<file path="src/rtl/dsr_pkg.sv">
package dsr_pkg;

    localparam int unsigned DSR_WIDTH = 8;
    localparam int unsigned DSR_LANES = 2;

    // per-lane input bundle sampled on the system clock
    typedef struct packed {
        logic own_clk;
        logic sel;
        logic d0;
        logic d1;
    } lane_in_t;

    // two-way serial source choice
    function automatic logic pick_serial(lane_in_t li);
        return li.sel ? li.d1 : li.d0;
    endfunction

endpackage

</file>
<file path="src/rtl/dsr_edge.sv">
module dsr_edge (
    input  logic clk,
    input  logic clear_n,
    input  logic com_clk,
    input  logic own_clk,
    output logic step
);
    logic or_now;
    logic prev_q;
    logic seen_q;

    assign or_now = com_clk | own_clk;

    always_ff @(posedge clk or negedge clear_n) begin
        if (!clear_n) begin
            prev_q <= 1'b0;
            seen_q <= 1'b0;
        end else begin
            prev_q <= or_now;
            seen_q <= 1'b1;
        end
    end

    assign step = or_now & ~prev_q;

    // a fresh rise of the OR'd clock steps the lane
    assert_edge_R3: assert property (@(posedge clk) disable iff (!clear_n)
        (seen_q && or_now && !$past(or_now)) |-> step);

    // an OR'd clock already high in the previous cycle never steps
    assert_inhibit_R4: assert property (@(posedge clk) disable iff (!clear_n)
        (seen_q && $past(or_now)) |-> !step);

    // first cycle after clear with the OR'd clock high is a rise
    assert_release_R8: assert property (@(posedge clk) disable iff (!clear_n)
        (!seen_q && or_now) |-> step);

endmodule

</file>
<file path="src/rtl/dsr_lane.sv">
module dsr_lane
    import dsr_pkg::*;
#(
    parameter int unsigned WIDTH = DSR_WIDTH
) (
    input  logic             clk,
    input  logic             clear_n,
    input  logic             step,
    input  lane_in_t         lin,
    output logic [WIDTH-1:0] stages
);
    always_ff @(posedge clk or negedge clear_n) begin
        if (!clear_n) begin
            stages <= '0;
        end else if (step) begin
            stages <= {stages[WIDTH-2:0], pick_serial(lin)};
        end
    end

    // stage 0 takes the selected source sampled on the step
    assert_stage0_R5: assert property (@(posedge clk) disable iff (!clear_n)
        step |=> (stages[0] == ($past(lin.sel) ? $past(lin.d1) : $past(lin.d0))));

    // each higher stage takes its lower neighbour
    assert_shift_R6: assert property (@(posedge clk) disable iff (!clear_n)
        step |=> (stages[WIDTH-1:1] == $past(stages[WIDTH-2:0])));

    // no step, no change
    assert_hold_R4: assert property (@(posedge clk) disable iff (!clear_n)
        !step |=> $stable(stages));

endmodule

</file>
<file path="src/rtl/dsr_dual.sv">
module dsr_dual
    import dsr_pkg::*;
#(
    parameter int unsigned WIDTH = DSR_WIDTH
) (
    input  logic             clk,
    input  logic             clear_n,
    input  logic             com_clk,
    input  logic             a_clk,
    input  logic             a_sel,
    input  logic             a_d0,
    input  logic             a_d1,
    input  logic             b_clk,
    input  logic             b_sel,
    input  logic             b_d0,
    input  logic             b_d1,
    output logic             a_q7,
    output logic             b_q7,
    output logic [WIDTH-1:0] a_stages,
    output logic [WIDTH-1:0] b_stages
);
    localparam int unsigned LANES = DSR_LANES;

    lane_in_t         lin  [LANES];
    logic             step [LANES];
    logic [WIDTH-1:0] st   [LANES];

    assign lin[0] = {a_clk, a_sel, a_d0, a_d1};
    assign lin[1] = {b_clk, b_sel, b_d0, b_d1};

    generate
        for (genvar g = 0; g < LANES; g++) begin : g_lane
            dsr_edge u_edge (
                .clk     (clk),
                .clear_n (clear_n),
                .com_clk (com_clk),
                .own_clk (lin[g].own_clk),
                .step    (step[g])
            );
            dsr_lane #(.WIDTH(WIDTH)) u_lane (
                .clk     (clk),
                .clear_n (clear_n),
                .step    (step[g]),
                .lin     (lin[g]),
                .stages  (st[g])
            );
        end
    endgenerate

    assign a_stages = st[0];
    assign b_stages = st[1];
    assign a_q7     = st[0][WIDTH-1];
    assign b_q7     = st[1][WIDTH-1];

    // clear holds every stage at zero
    assert_clear_R7: assert property (@(posedge clk)
        !clear_n |-> (a_stages == '0 && b_stages == '0));

    // a lane whose own clock and the shared clock stay low keeps its stages
    assert_indep_R1: assert property (@(posedge clk) disable iff (!clear_n)
        (!com_clk && !b_clk) |=> $stable(b_stages));

endmodule

</file>
<file path="config.mk">
export PLATFORM = sky130hd
export DESIGN_NAME = dsr_dual
export DESIGN_NICKNAME = d
export VERILOG_FILES = /design/src/rtl/dsr_pkg.sv /design/src/rtl/dsr_edge.sv /design/src/rtl/dsr_lane.sv /design/src/rtl/dsr_dual.sv
export SDC_FILE = /design/constraint.sdc
export NUM_CORES = 1
export LEC_CHECK = 0
export ABC_AREA = 1
export CAP_MARGIN = 15
export CORE_AREA = 2 2 49 62
export CTS_CLUSTER_SIZE = 30
export DETAILED_ROUTE_END_ITERATION = 8
export DIE_AREA = 0 0 51 64
export SLEW_MARGIN = 0
export SYNTH_ARGS = -nofsm -noshare
export SYNTH_HDL_FRONTEND = slang
export SYNTH_HIERARCHICAL = 1
export SYNTH_SLANG_ARGS = --single-unit
</file>
<file path="constraint.sdc">
create_clock -name clk -period 2.3 [get_ports clk]
set_clock_uncertainty 0.15 [all_clocks]
set_input_delay 0.46 -clock clk [delete_from_list [all_inputs] [get_ports clk]]
set_output_delay 0.46 -clock clk [all_outputs]
set_load 0.005 [all_outputs]
</file>
# After elaboration in Yosys (flattened, before gate mapping)
# Cells that the tools add are included.
[totals] register_bits=18 out_inout_bits=18 in_bits=11
[op_classes] bitwise_logic=6 n_mux=2
[op_table] op="$and 1x1->1" n=2
[op_table] op="$mux 1" n=2
[op_table] op="$not 1->1" n=2
[op_table] op="$or 1x1->1" n=2

# Longest topological paths before layout
[depth] ltp_word=2 ltp_mapped=6 mapped_depth_nobuf=5

# Hierarchy
# The synthesis kept the hierarchy.
[by_module_without_submodules] mod="dsr_lane" n_inst=2 cells_each=36 area_per_inst_um2=337.8
[by_module_without_submodules] mod="dsr_edge" n_inst=2 cells_each=4 area_per_inst_um2=38.8
[by_module_without_submodules] mod="dsr_dual" n_inst=1 cells_each=2 area_per_inst_um2=15.0

# Worst setup path before layout
# No wires, ideal clock.
[synth_path] path_kind="input to register" startpoint="input a_clk" endpoint="register g_lane[0].u_lane.stages[4]" slack_ns=1.153 required_ns=2.033 stages=6 arrival_ns=0.879 cell_sequence="nor2_2 -> nor2_1 -> buf_6 -> inv_6 -> nand2_1 -> o21ai_2"
[synth_lines] item="start: declaration" line_no="dsr_dual.sv:9" source="input logic a_clk,"
[synth_lines] item="end signal: assignment" line_no="dsr_lane.sv:16" source="stages <= {stages[WIDTH-2:0], pick_serial(lin)};"
[synth_lines] item="end: declaration" line_no="dsr_lane.sv:10" source="output logic [WIDTH-1:0] stages"

# Worst setup path in the final report
[layout_path] startpoint="register g_lane[1].u_lane.stages[2]" endpoint="output b_stages[2]"
[layout_lines] item="start: declaration" line_no="dsr_lane.sv:10"
[layout_lines] item="start signal: assignment" line_no="dsr_lane.sv:16"
[layout_lines] item="end: declaration" line_no="dsr_dual.sv:20" source="output logic [WIDTH-1:0] b_stages"
# No word-level cell between the ends.

==> impl_results.md <==
* CP Class: register to output port
* Final WS setup at 0.498 ns
* Final WL at about 1300 um
* Num rows at 21
* Status: finished clean
* Routed vias/inst at about 4
* Initial DRC count at 16
* Max-slew violation count at 0
* Most common cell after layout, fill and taps aside: clkdlybuf4s50_1
* Syn-to-layout area delta at 43.0%
* Vias post-DR at slightly below 600
* Avg Cell Area, Syn at 9.37 sq um
* Starting Density at between 20 and 30%
* Tcrit/Tclk final at approximately 80%
* Number of I/O port buffers at 28
* Fmax at between 0.5 and 0.6 GHz
* Sequential fraction of the synthesis area at between 50 and 60%
* Power Dens Cells at between 700 and 800 nW/um^2
* # Max-Cap Violations at 0
* Crit path max-delay cell type: clkdlybuf4s50_1
* Bufs and invs on worst path at 1
* DR top layer: met4
* Worst-Skew Late Latency at between 0.2 and 0.3 ns
* Worst R2R Start: g_lane[1].u_edge/prev_q
* Core area at ~2700 sq um
* Clock root cell: clkbuf_4
* Final setup viols at 0
* Compound-Gate Fraction of Synth Area at 10.7%
* First-pass GRT wire length at 2370 um
* Ant diodes at 0
* Crit-path max FO at 3
* Adder-cell area share of the yosys netlist at 0%
* WP data arrival at about 1.2 ns
* Hold WS at approximately 0.34 ns
* Design Power at 844 uW
* Xor-xnor portion of the synthesized cell area at 0%
* TritonCTS clock tree: yes
* Most frequent cells in the layout: clkdlybuf4s50_1, nand2_1, dfrtp_1, inv_1
* Post-CTS setup repair buffer count at 0
* DRC errors left at 0
* Maximum vdd drop at 0.264 mV
* RSZ-0062 raised after global routing: false
* Cell count along the critical path at 1
* Synth area leader: dfrtp_1
* Wire per inst at between 9 and 10 um
* Leakage at ~0.00051 uW
* Share of cells above drive strength 1 at 14.3%
* Routed wl met2 at roughly 710 um
* NumNets Final at ~130
* Post-synthesis mux area share at 0%
* Routability cong. at about 0.69
* Post_cts resized at 0
* CTS Hold Bufs at 0
* Drt first pass iters at 4
* Post-synth top area share at between 50 and 60%
* CP Capture Type: output port
* Yosys warnings at 6
* Synth Area in Simple Gates at around 17%
* Worst r2r dst: g_lane[1].u_lane/stages[6]
* Area of the multi-input gates at 210 sq um
* Longest Clk Path Bufs at 2
* R2R Setup Slk at roughly 1.2 ns
* Post-route ant nets at 0
* Largest family of logic cells by synthesized area: simple AND/OR/NAND/NOR gates
* Register area at between 400 and 500 sq um
* Die height at between 60 and 70 um
* CP required at roughly 1.7 ns
* Largest delay share family, worst path: buffers and inverters
* Syn Inst Count at just over 80
* Fin Setup TNS at 0 ns
* Crit path to: b_stages[2]
* Post-layout util at about two fifths
* Slowest stage delay, CP at ~0.5 ns
* Sink Count at 18
* Grt total ovfl at 0
* Clock slew seen by the registers of the worst setup and hold paths at ~0.090 ns
* Synthesized Nets at a little over 90
* Vias in the first global route at ~560
* Flops & latches, synth at 18
* CTS Buf Count at 3
* Worst hold path type: input port to async pin
* Crit path launch type: register
* Pre-CTS setup slack at approximately 0.56 ns
* Largest net degree at the start of global routing at 19
* Die width at between 50 and 60 um
* Hold Violations, Final at 0
* I/O pin count at 29
* Metal3 WL at roughly 40 um
* Post-Syn Area at ~770 sq um
* Die Area at about 3300 sq um
* Htree depth at 1
* Relative slew slack at between 80 and 90%
* Tot GR Track Use at around a tenth
* Wl on met1 at about 560 um
* Crit. Startpoint: g_lane[1].u_lane/stages[2]
* Initial antenna violation count at 0
* FILL cells at ~270
* Post-layout minimum cycle time at around 1.8 ns
* Dpl hpwl at 1070 um
* Number of cells on the worst reg-to-reg path at 5
* Tightest Pin Transition at between 0.2 and 0.25 ns
* Top cells by area, synth: dfrtp_1, nand2_1, inv_1
* Worst path cell trace: clkdlybuf4s50_1
* Cell variety after synth at 11
Yosys cell counts:
| library cell | number |
|---|---|
| nand2_1 | 26 |
| buf_6 | 2 |
| nor2_1 | 2 |
| o21ai_1 | 6 |
| buf_4 | 2 |
| nor2_2 | 2 |
| o21ai_2 | 6 |
| inv_6 | 2 |
| dfrtp_1 | 18 |
| nand3_1 | 2 |
| inv_1 | 14 |
sequential cells by signal (all words and copies together), names as in the netlist:
name                  cells
g_lane.u_lane/stages     16
g_lane.u_edge/prev_q      2
area by class of cell:
type	count	share of cell area [%]
clock buffer	3	2.05
inverter	16	6.38
multi-input combinational	44	19.1
sequential	18	41.0
tap	34	3.87
timing repair buffer	31	27.6
kinds of logic after synthesis:
| kind of cell | Yosys count |
|---|---|
| AND/OR/NAND/NOR | 32 |
| buffers and inverters | 20 |
| flip-flops | 18 |
| AO/OA/AOI/OAI | 12 |
layer usage:
layer  up-vias  GRT usage, %
met5         -             0
met1       276          11.2
li1        307             -
met3         2         0.701
met4         0          8.11
met2        12          15.9
worst min-delay path by stage:
stage                                    start                         end
detailed placement  g_lane[0].u_lane/stages[7]  g_lane[0].u_lane/stages[7]
global route                           clear_n  g_lane[0].u_lane/stages[5]
finish                                 clear_n  g_lane[1].u_lane/stages[0]
global placement    g_lane[0].u_lane/stages[7]  g_lane[0].u_lane/stages[7]
floorplan                              clear_n     g_lane[0].u_edge/prev_q
CTS                                    clear_n  g_lane[0].u_lane/stages[5]
stage by stage:
stage | cell area, sq um | cells
2_1_floorplan | 768 | 82
3_3_place_gp | 1080 | 143
3_5_place_dp | 1080 | 143
4_1_cts | 1100 | 146
5_1_grt | 1100 | 146
6_report | 1100 | 146
power by group:
part           switching [uW]  internal, uW  leakage (uW)
clock network            86.0          60.7     0.0000138
registers                46.0           381      0.000226
logic                    98.7           172      0.000275
total                     231           613      0.000515
Power figures use the tool's default switching activity.
